File: config.mk
export PLATFORM = sky130hd
export DESIGN_NAME = wpc_ctrl
export DESIGN_NICKNAME = d
export VERILOG_FILES = /design/src/rtl/wpc_pkg.sv /design/src/rtl/wpc_prot_decode.sv /design/src/rtl/wpc_page_buf.sv /design/src/rtl/wpc_cycle_timer.sv /design/src/rtl/wpc_ctrl.sv
export SDC_FILE = /design/constraint.sdc
export NUM_CORES = 1
export LEC_CHECK = 0
export ABC_AREA = 1
export BUFFER_PORTS_ARGS = -buffer_cell sky130_fd_sc_hd__buf_4
export CORE_ASPECT_RATIO = 1.25
export CORE_MARGIN = 5
export CORE_UTILIZATION = 55
export DETAILED_ROUTE_END_ITERATION = 10
export GPL_ROUTABILITY_DRIVEN = 1
export HOLD_SLACK_MARGIN = 0.15
export PLACE_DENSITY = 0.73
export SLEW_MARGIN = 20
export SYNTH_ARGS = -nofsm -noshare
export SYNTH_HDL_FRONTEND = slang
export SYNTH_SLANG_ARGS = --single-unit
File: constraint.sdc
create_clock -name clk -period 1.75 [get_ports clk]
set_input_delay 0.0875 -clock clk [delete_from_list [all_inputs] [get_ports clk]]
set_output_delay 0.0875 -clock clk [all_outputs]
set_load 0.005 [all_outputs]
File: src/rtl/wpc_pkg.sv
package wpc_pkg;

    // Command codes presented by the sequencer on cmd_i
    typedef enum logic [2:0] {
        OP_NONE     = 3'd0,
        OP_LATCH_ON = 3'd1,
        OP_LATCH_OFF= 3'd2,
        OP_PAGE     = 3'd3,
        OP_STATUS   = 3'd4,
        OP_CLR_ALL  = 3'd5,
        OP_SET_ALL  = 3'd6,
        OP_RSVD     = 3'd7
    } op_e;

    // Controller states
    typedef enum logic [2:0] {
        ST_IDLE      = 3'd0,
        ST_LOAD_PAGE = 3'd1,
        ST_LOAD_STAT = 3'd2,
        ST_ARM_FILL  = 3'd3,
        ST_RUN_PAGE  = 3'd4,
        ST_RUN_STAT  = 3'd5,
        ST_RUN_FILL  = 3'd6
    } state_e;

    localparam int STATUS_W = 8;
    localparam int PROT_W   = 2;

endpackage

File: src/rtl/wpc_prot_decode.sv
module wpc_prot_decode #(
    parameter int PN_W = 4
) (
    input  logic [1:0]      code_i,
    input  logic [PN_W-1:0] page_i,
    output logic            locked_o
);
    // page numbers at or above these thresholds fall inside the locked region
    localparam logic [PN_W-1:0] QTR_BASE  = PN_W'(3) << (PN_W - 2);
    localparam logic [PN_W-1:0] HALF_BASE = PN_W'(1) << (PN_W - 1);

    always_comb begin
        case (code_i)
            2'b00:   locked_o = 1'b0;
            2'b01:   locked_o = (page_i >= QTR_BASE);
            2'b10:   locked_o = (page_i >= HALF_BASE);
            default: locked_o = 1'b1;
        endcase
    end

endmodule

File: src/rtl/wpc_page_buf.sv
module wpc_page_buf #(
    parameter int PAGE_W = 4,
    parameter int DATA_W = 8
) (
    input  logic              clk,
    input  logic              rst_n,
    input  logic              open_i,
    input  logic [PAGE_W-1:0] start_lo_i,
    input  logic              push_i,
    input  logic [DATA_W-1:0] data_i,
    input  logic [PAGE_W-1:0] rd_idx_i,
    output logic [DATA_W-1:0] rd_data_o,
    output logic              rd_vld_o,
    output logic              any_o
);
    localparam int SLOTS = 1 << PAGE_W;

    typedef struct packed {
        logic [SLOTS-1:0]  vld;
        logic [PAGE_W-1:0] ptr;
    } bctl_t;

    bctl_t ctl_d, ctl_q;
    logic [SLOTS*DATA_W-1:0] flat;

    always_comb begin
        ctl_d = ctl_q;
        if (open_i) begin
            ctl_d.vld = '0;
            ctl_d.ptr = start_lo_i;
        end else if (push_i) begin
            ctl_d.vld[ctl_q.ptr] = 1'b1;
            ctl_d.ptr            = ctl_q.ptr + 1'b1;  // wraps inside the page
        end
    end

    always_ff @(posedge clk or negedge rst_n) begin
        if (!rst_n) ctl_q <= '0;
        else        ctl_q <= ctl_d;
    end

    for (genvar g = 0; g < SLOTS; g++) begin : g_slot
        logic [DATA_W-1:0] slot_q;
        always_ff @(posedge clk or negedge rst_n) begin
            if (!rst_n)
                slot_q <= '0;
            else if (push_i && !open_i && ctl_q.ptr == PAGE_W'(g))
                slot_q <= data_i;
        end
        assign flat[g*DATA_W +: DATA_W] = slot_q;
    end

    assign rd_data_o = flat[32'(rd_idx_i)*DATA_W +: DATA_W];
    assign rd_vld_o  = ctl_q.vld[rd_idx_i];
    assign any_o     = |ctl_q.vld;

endmodule

File: src/rtl/wpc_cycle_timer.sv
module wpc_cycle_timer #(
    parameter int TICK_W = 9
) (
    input  logic              clk,
    input  logic              rst_n,
    input  logic              start_i,
    input  logic [TICK_W-1:0] len_i,
    output logic [TICK_W-1:0] cnt_o,
    output logic              last_o
);
    typedef struct packed {
        logic              run;
        logic [TICK_W-1:0] cnt;
        logic [TICK_W-1:0] len;
    } tctl_t;

    tctl_t t_d, t_q;
    logic  at_end;

    assign at_end = (t_q.cnt == (t_q.len - 1'b1));

    always_comb begin
        t_d = t_q;
        if (start_i) begin
            t_d.run = 1'b1;
            t_d.cnt = '0;
            t_d.len = len_i;
        end else if (t_q.run) begin
            if (at_end) t_d.run = 1'b0;
            else        t_d.cnt = t_q.cnt + 1'b1;
        end
    end

    always_ff @(posedge clk or negedge rst_n) begin
        if (!rst_n) t_q <= '0;
        else        t_q <= t_d;
    end

    assign cnt_o  = t_q.cnt;
    assign last_o = t_q.run && at_end;

endmodule

File: src/rtl/wpc_ctrl.sv
module wpc_ctrl
    import wpc_pkg::*;
#(
    parameter int ADDR_W      = 8,
    parameter int DATA_W      = 8,
    parameter int PAGE_W      = 4,
    parameter int PAGE_TICKS  = 40,
    parameter int ARRAY_TICKS = 300
) (
    input  logic                clk,
    input  logic                rst_n,
    input  logic                cmd_vld_i,
    input  logic [2:0]          cmd_i,
    input  logic [ADDR_W-1:0]   addr_i,
    input  logic                byte_vld_i,
    input  logic [DATA_W-1:0]   byte_i,
    input  logic                term_i,
    input  logic                abort_i,
    output logic [STATUS_W-1:0] status_o,
    output logic                arr_we_o,
    output logic [ADDR_W-1:0]   arr_addr_o,
    output logic [DATA_W-1:0]   arr_wdata_o
);
    localparam int SLOTS  = 1 << PAGE_W;
    localparam int DEPTH  = 1 << ADDR_W;
    localparam int PN_W   = ADDR_W - PAGE_W;
    localparam int MAX_T  = (PAGE_TICKS > ARRAY_TICKS) ? PAGE_TICKS : ARRAY_TICKS;
    localparam int TICK_W = $clog2(MAX_T + 1);

    typedef struct packed {
        state_e            st;
        logic              wel;
        logic [PROT_W-1:0] bp;
        logic [PROT_W-1:0] bp_new;
        logic              stat_got;
        logic [PN_W-1:0]   page;
        logic [DATA_W-1:0] fill;
    } ctl_t;

    ctl_t c_d, c_q;
    op_e  op;

    logic              buf_open, buf_push, buf_rd_vld, buf_any;
    logic [DATA_W-1:0] buf_rd_data;
    logic              tmr_start, tmr_last;
    logic [TICK_W-1:0] tmr_len, tmr_cnt;
    logic              page_locked;
    logic              busy;

    // ---------------- sub-blocks ----------------
    wpc_prot_decode #(.PN_W(PN_W)) u_prot (
        .code_i   (c_q.bp),
        .page_i   (c_q.page),
        .locked_o (page_locked)
    );

    wpc_page_buf #(.PAGE_W(PAGE_W), .DATA_W(DATA_W)) u_buf (
        .clk        (clk),
        .rst_n      (rst_n),
        .open_i     (buf_open),
        .start_lo_i (addr_i[PAGE_W-1:0]),
        .push_i     (buf_push),
        .data_i     (byte_i),
        .rd_idx_i   (tmr_cnt[PAGE_W-1:0]),
        .rd_data_o  (buf_rd_data),
        .rd_vld_o   (buf_rd_vld),
        .any_o      (buf_any)
    );

    wpc_cycle_timer #(.TICK_W(TICK_W)) u_tmr (
        .clk     (clk),
        .rst_n   (rst_n),
        .start_i (tmr_start),
        .len_i   (tmr_len),
        .cnt_o   (tmr_cnt),
        .last_o  (tmr_last)
    );

    // ---------------- next-state logic ----------------
    always_comb begin
        c_d       = c_q;
        op        = op_e'(cmd_i);
        buf_open  = 1'b0;
        buf_push  = 1'b0;
        tmr_start = 1'b0;
        tmr_len   = '0;

        // latch set/clear strobes act in every state
        if (cmd_vld_i) begin
            if (op == OP_LATCH_ON)       c_d.wel = 1'b1;
            else if (op == OP_LATCH_OFF) c_d.wel = 1'b0;
        end

        case (c_q.st)
            ST_IDLE: begin
                if (cmd_vld_i) begin
                    case (op)
                        OP_PAGE: begin
                            c_d.st   = ST_LOAD_PAGE;
                            c_d.page = addr_i[ADDR_W-1:PAGE_W];
                            buf_open = 1'b1;
                        end
                        OP_STATUS: begin
                            c_d.st       = ST_LOAD_STAT;
                            c_d.stat_got = 1'b0;
                        end
                        OP_CLR_ALL: begin
                            c_d.st   = ST_ARM_FILL;
                            c_d.fill = '0;
                        end
                        OP_SET_ALL: begin
                            c_d.st   = ST_ARM_FILL;
                            c_d.fill = '1;
                        end
                        default: ;
                    endcase
                end
            end

            ST_LOAD_PAGE: begin
                if (abort_i) begin
                    c_d.st = ST_IDLE;
                end else if (term_i) begin
                    if (buf_any && c_q.wel && !page_locked) begin
                        c_d.st    = ST_RUN_PAGE;
                        c_d.wel   = 1'b0;
                        tmr_start = 1'b1;
                        tmr_len   = TICK_W'(PAGE_TICKS);
                    end else begin
                        c_d.st = ST_IDLE;
                    end
                end else if (byte_vld_i) begin
                    buf_push = 1'b1;
                end
            end

            ST_LOAD_STAT: begin
                if (abort_i) begin
                    c_d.st = ST_IDLE;
                end else if (term_i) begin
                    if (c_q.stat_got && c_q.wel) begin
                        c_d.st    = ST_RUN_STAT;
                        c_d.bp    = c_q.bp_new;
                        c_d.wel   = 1'b0;
                        tmr_start = 1'b1;
                        tmr_len   = TICK_W'(PAGE_TICKS);
                    end else begin
                        c_d.st = ST_IDLE;
                    end
                end else if (byte_vld_i) begin
                    c_d.bp_new   = byte_i[3:2];
                    c_d.stat_got = 1'b1;
                end
            end

            ST_ARM_FILL: begin
                if (abort_i) begin
                    c_d.st = ST_IDLE;
                end else if (term_i) begin
                    if (c_q.wel && c_q.bp == 2'b00) begin
                        c_d.st    = ST_RUN_FILL;
                        c_d.wel   = 1'b0;
                        tmr_start = 1'b1;
                        tmr_len   = TICK_W'(ARRAY_TICKS);
                    end else begin
                        c_d.st = ST_IDLE;
                    end
                end
            end

            ST_RUN_PAGE, ST_RUN_STAT, ST_RUN_FILL: begin
                if (tmr_last) c_d.st = ST_IDLE;
            end

            default: c_d.st = ST_IDLE;
        endcase
    end

    always_ff @(posedge clk or negedge rst_n) begin
        if (!rst_n) begin
            c_q          <= '0;
            c_q.st       <= ST_IDLE;
            c_q.bp       <= 2'b01;
        end else begin
            c_q <= c_d;
        end
    end

    // ---------------- outputs ----------------
    assign busy = (c_q.st == ST_RUN_PAGE) || (c_q.st == ST_RUN_STAT) ||
                  (c_q.st == ST_RUN_FILL);

    assign status_o = {4'b0000, c_q.bp, c_q.wel, busy};

    always_comb begin
        arr_we_o    = 1'b0;
        arr_addr_o  = '0;
        arr_wdata_o = '0;
        if (c_q.st == ST_RUN_PAGE) begin
            arr_we_o    = (tmr_cnt < TICK_W'(SLOTS)) && buf_rd_vld;
            arr_addr_o  = {c_q.page, tmr_cnt[PAGE_W-1:0]};
            arr_wdata_o = buf_rd_data;
        end else if (c_q.st == ST_RUN_FILL) begin
            arr_we_o    = (tmr_cnt < TICK_W'(DEPTH));
            arr_addr_o  = tmr_cnt[ADDR_W-1:0];
            arr_wdata_o = c_q.fill;
        end
    end

endmodule

==> flow_summary.ini, run 1 <==
[routing]
firstDrtPassIters = 5
wirelength_mm = 29.7
drc = 0
vias_per_cell = 5.93
final_antenna_net_count = 0
dr_total_vias = 8699
drtIter0Drc = 1059
wl_per_cell_um = 20.3

[logic_synthesis]
muxShareOfSynthArea_pct = 0
async_reset_ff_share_pct = 100
synthSimpleGateAreaFrac_pct = 24.5
syn_avg_cell_area_um2 = 8.14
ys_top_cells_by_count = nand2_1 (265), dfrtp_1 (173), nor2_1 (144)
syn_area_um2 = 9050
ys_top_cells_by_area = dfrtp_1 (48%), nand2_1 (11%), nor2_1 (6.0%)
synth_xor_area_share_pct = 0.774
synth_top_cell_by_area = dfrtp_1
synth_cell_types = 34
synth_fa_ha_area_share_pct = 1.11
synth_edf_count = 0
syn_inst = 1112
ys.flop_type = dfrtp_1
synth.most_common_cell = nand2_1
synth_top_area_share_pct = 47.8
synth_seq_cells = 174
synth_compound_area_share_pct = 17.6
yosysWarnings = 0
seq_area_frac_synth_pct = 48.1
synth_top_family_by_area = simple AND/OR/NAND/NOR gates

[critical_path]
slowest_delay_ns = 0.48
crit_chain = inv_2 -> buf_12 -> nor2_1 -> o21ai_1 -> nand2_1 -> nand2_1 -> inv_1 -> nand2_1 -> nand2_1 -> nand2_1 -> buf_4
cp_max_fo = 27
crit_path_end_kind = output port
crit_slowest_cell = dfrtp_2
crit_type = reg2out
cpMostUsedCell = nand2_1
required_ns = 1.66
crit_path_start_kind = flip-flop
cp_num_buf_inv = 4
critPathArrivalTime_ns = 2.31
path_delay_family = simple AND/OR/NAND/NOR gates
reg2reg_from = u_tmr.cnt_o[0]
crit_start = u_tmr.cnt_o[0]

[sta]
rsz0062_at_grt = true
worstMarginPinSlew_ns = 0.692
finClkSkew_ns = 0.0122
fin_crit_ns = 2.40
slew_headroom_pct = 53.8
setup_viol_count_final = 52
hold_ws_ns = 0.169
finalMaxSlewViolations = 0
post-route-worst-setup-slack_ns = -0.650
fin_crit_sh_pct = 137
fmax_mhz = 417
hold_violations = 0

[global_route]
track_usage_pct = 26.1
grt_pass1_vias = 7915
antenna_found_initial = 0
grt_pass1_wl_mm = 40.1
grt_max_degree = 51
grt-ovfl-total = 0

[clocking]
clk-insertion-delay-late_ns = 0.45
clock_sinks = 174
cts_tree = done
cts.clk_slew.worst_paths_ns = 0.07
cts_buffers = 17
clockRootBuffer = clkbuf_16
htreeDepth = 4
clockBufferDepth = 2

[cells_and_area]
fin_nets = 1270
fin_area_um2 = 11800
diodes = 0
area_growth_pct = 30.8
drive_gt1_share_pct = 29.2
n_fill_cell = 1077

[placed_design]
dp_hpwl_mm = 15.4
port_buffers = 45
gpl.final_weighted_congestion = 0.904
post_dp_cell_area_um2 = 9720
pre_cts_ws_ns = 0.0333

[floorplanning]
num_rows = 52
coreArea_um2 = 16200
initial_core_util_pct = 55.9
ios = 50
die_w_um = 125
die_h_um = 153
dieArea_um2 = 19100

[hold_path]
hold_class = in2async

[flow_run]
maxCapViolCount = 0

[outcome]
violations = negative setup slack
outcome = finished, violations left

[pwr]
p_leak_uw = 0.00563
vdd_drop_max_uv = 767
p_per_area_nw_per_um2 = 691
## registers in the layout, indices dropped and copies added, names as in the netlist
name,flops
u_buf.ctl_q,20
status_o,3
c_q,11
u_buf.g_slot.slot_q,128
u_tmr.t_q,3
u_tmr.cnt_o,9
## final timing paths
check	depth (start not counted)	end	slack (ns)
worst min register to register	2	u_buf.g_slot[9].slot_q[0]	0.48
worst max-delay path	11	arr_wdata_o[3]	-0.65
worst min-delay path	2	u_buf.g_slot[8].slot_q[2]	0.17
max in group asynchronous	3	u_buf.g_slot[13].slot_q[6]	0.85
worst max register to register	12	u_tmr.cnt_o[0]	-0.20
min in group clk	7	status_o[2]	0.25
## routing by layer
metal  up-vias  track usage, %  share of wire [%]
met2       455            46.0                 49
met3       150            4.75                7.3
met4         0            10.8                5.5
met1      4211            31.4                 38
met5         -               0                  0
li1       3883               -                  -
## layout by cell type (no fill, tap or decap), types with 11 or more instances in the layout
cell / netlist / routed
o21ai_0: 93 / 68
o21ai_2: 53 / 67
buf_4: 8 / 89
nand2_2: 3 / 35
nand2_4: 17 / 17
buf_12: 0 / 20
o211ai_1: 11 / 11
a21oi_1: 15 / 13
nand2_1: 265 / 223
clkbuf_16: 0 / 18
nand2_8: 0 / 24
buf_6: 16 / 15
dlygate4sd3_1: 0 / 23
dfrtp_1: 173 / 168
o21ai_1: 92 / 103
inv_1: 78 / 66
nor2_1: 144 / 130
nand3_1: 50 / 43
## repair_timing
item | 4_1_cts | 5_1_grt
endpoints found under the setup margin | 13 | 154
pin swaps | 7 | 29
hold endpoints to repair | 275 | 0
cloned | 2 | 15
hold buffers | 23 | 0
resized for setup | 53 | 141
buffers inserted | 3 | 33
## cell families (layout without fill, tap and decap cells)
logic type,Yosys count,count (layout)
and+or+nand+nor,505,519
adders and majority gates,8,8
AOI/OAI and AO/OA,271,271
DFF,174,174
other,1,4
xor gates and xnor gates,8,8
buffers and inverters,145,266
## power by group
part	internal [uW]	switching (uW)
combinational	125	235
sequential	4030	12.8
clock	1890	1880
## metrics by stage
stage | utilization (%) | TNS [ns] | cells | total power [uW]
after floorplan | - | 0 | 1115 | 4230
after global placement | 60.0 | 0 | 1358 | 4410
after detailed placement | 60.0 | 0 | 1358 | 4420
after CTS | 66.1 | -3.58 | 1418 | 8100
after global routing | 73.1 | -11.15 | 1466 | 8380
final | 73.1 | -5.99 | 1466 | 8170
## worst reg2reg max path, cell delays in order (launching register included)
cell and delay, ns:
dfrtp_2 0.47, buf_4 0.15, buf_6 0.08, ha_1 0.18, inv_2 0.05, a21oi_1 0.13
nand2_1 0.09, nor2_2 0.12, nand2_1 0.08, nand2_2 0.12, buf_6 0.14, xor2_1 0.16
nor2_1 0.05
## area by class of cell
type / count / area [um2] / share of cell area [%]
sequential: 174 / 4360 / 36.8
tap: 216 / 270 / 2.28
inverter: 82 / 328 / 2.77
timing repair buffer: 152 / 1580 / 13.3
clock buffer: 17 / 425 / 3.59
clock inverter: 15 / 145 / 1.23
multi-input combinational: 810 / 4730 / 40.0
Power figures use the tool's default switching activity.
==> run 2, diff against run 1 <==
--- a/config.mk
+++ b/config.mk
@@ -14,6 +14,7 @@
 export GPL_ROUTABILITY_DRIVEN = 1
 export HOLD_SLACK_MARGIN = 0.15
 export PLACE_DENSITY = 0.73
+export RECOVER_POWER = 100
 export SLEW_MARGIN = 20
 export SYNTH_ARGS = -nofsm -noshare
 export SYNTH_HDL_FRONTEND = slang
==> run 2 against run 1 <==
Against the previous run:
- the flow finishes with violations (max-capacitance violations, max-slew violations, negative setup slack)
- total power decreased by 0.26%
- cell count unchanged
- clock-buffer cell count unchanged
- hold slack improved by 0.080 ns
- die area unchanged
- combinational power decreased by 2%
- largest cell class unchanged
==> flow_summary.ini, run 2 (same netlist as run 1, synthesis figures left out) <==
[outcome]
outcome = finished, violations left
violations = max-capacitance violations, max-slew violations, negative setup slack

[pwr]
vdd_drop_max_uv = 766
p_per_area_nw_per_um2 = 690
p_leak_uw = 0.00561
finalPower_uw = 8150

[critical_path]
critPathArrivalTime_ns = 2.29
cpMostUsedCell = nand2_1
path_delay_family = buffers and inverters
crit_path_end_kind = output port
path_depth = 11
cp_num_buf_inv = 4
r2r_cells = 8
slowest_delay_ns = 0.47
r2r_slack_ns = -0.20
reg2reg_from = c_q[19]
crit_type = reg2out
cp_max_fo = 27
crit_path_start_kind = flip-flop
timing.rr.end = u_buf.g_slot[0].slot_q[3]
required_ns = 1.66
crit_slowest_cell = dfrtp_2
crit_chain = inv_2 -> buf_12 -> o21ai_0 -> o21ai_1 -> nand2_1 -> nand2_1 -> inv_1 -> nand2_1 -> nand2_1 -> nand2_1 -> buf_4

[placed_design]
placed_cells = 1358
post_dp_cell_area_um2 = 9720
port_buffers = 45
pre_cts_ws_ns = 0.0333
gpl.final_weighted_congestion = 0.904
dp_hpwl_mm = 15.4

[routing]
wl_per_cell_um = 20.2
vias_per_cell = 5.96
firstDrtPassIters = 6
drc = 0
final_antenna_net_count = 0
wirelength_mm = 29.7
dr_total_vias = 8739
drtIter0Drc = 1003

[sta]
worstMarginPinSlew_ns = 1.50
post-route-worst-setup-slack_ns = -0.630
slew_headroom_pct = -0.0504
finClkSkew_ns = 0.0125
totalNegativeSetupSlack_ns = -13.39
finalMaxSlewViolations = 17
rsz0062_at_grt = true
fmax_mhz = 420
setup_viol_count_final = 136
fin_crit_sh_pct = 136
hold_violations = 0
fin_crit_ns = 2.38

[floorplanning]
num_rows = 52
coreArea_um2 = 16200
die_w_um = 125
dieArea_um2 = 19100
ios = 50
die_h_um = 153
initial_core_util_pct = 55.9

[cells_and_area]
largest_register_ffs = 128
final_common_cell = nand2_1
fin_nets = 1270
drive_gt1_share_pct = 29.0
fin_area_um2 = 11800
fin_cells = 1466
top_regs = u_buf.g_slot.slot_q (128), u_buf.ctl_q (20), c_q (11)
top_register = u_buf.g_slot.slot_q
area_growth_pct = 30.5
final_cell_mix = nand2_1 (223), dfrtp_1 (168), nor2_1 (131), o21ai_1 (103), buf_4 (87)
diodes = 0

[hold_path]
holdCritStartpoint = abort_i
min_to = u_tmr.t_q[2]
min_path_cells = 6
hold_class = in2reg

[clocking]
htreeDepth = 4
cts_tree = done
clock_sinks = 174
clockRootBuffer = clkbuf_16
clk-insertion-delay-late_ns = 0.45
clockBufferDepth = 2
cts_buffers = 17
cts.clk_slew.worst_paths_ns = 0.07

[global_route]
antenna_found_initial = 0
grt_pass1_vias = 7915
grt-ovfl-total = 0
grt_pass1_wl_mm = 40.1
track_usage_pct = 26.1
grt_max_degree = 51

[flow_run]
maxCapViolCount = 1
==> run 2: timing repair <==
item                                    CTS  global route
cloned                                    2            15
hold buffers                             23             0
endpoints found under the hold margin   275             0
pin swaps                                 7            29
buffers inserted                          3            33
resized for setup                        53           141
endpoints found under the setup margin   13           154
==> run 2: worst max path at each step <==
stage	from	slack (ns)	end
final	u_tmr.cnt_o[0]	-0.63	arr_wdata_o[3]
after global routing	u_tmr.cnt_o[0]	-0.74	arr_wdata_o[3]
after CTS	u_tmr.cnt_o[0]	-0.39	arr_we_o
after detailed placement	u_tmr.cnt_o[0]	0.03	arr_wdata_o[3]
after global placement	u_tmr.cnt_o[0]	0.04	arr_wdata_o[3]
after floorplan	u_tmr.t_q[2]	0.12	u_tmr.cnt_o[0]
==> run 2: area by class of cell <==
type,count,area [um2]
inverters,82,328
flip-flops and latches,174,4360
clock inverters,15,145
multi-input cells,810,4720
repair buffers,152,1560
fillers,1084,4390
well taps,216,270
clock buffers,17,425
==> run 2: layer usage <==
| layer | part of all wire (%) | up-vias | track usage, % |
|---|---|---|---|
| met4 | 5.7 | 0 | 10.8 |
| li1 | - | 3890 | - |
| met5 | 0 | - | 0 |
| met1 | 37 | 4179 | 31.4 |
| met2 | 49 | 505 | 46.0 |
| met3 | 7.9 | 165 | 4.75 |
==> run 2: where the power goes <==
| part | switching [uW] | internal, uW |
|---|---|---|
| registers | 13.0 | 4030 |
| logic | 232 | 120 |
| clock network | 1860 | 1890 |
| total | 2110 | 6040 |
==> run 2: worst min-delay path, delay by kind of cell <==
family          cells  cell delay [ns]
compound gates      1             0.11
buf+inv             2             0.11
simple gates        3             0.33
==> run 2: stage by stage <==
stage                     util [%]  hold slack (ns)
after floorplan                  -           -0.208
after global placement        60.0           0.0860
after detailed placement      60.0           0.0857
after CTS                     66.1            0.201
after global routing          72.9            0.276
final                         72.9            0.249
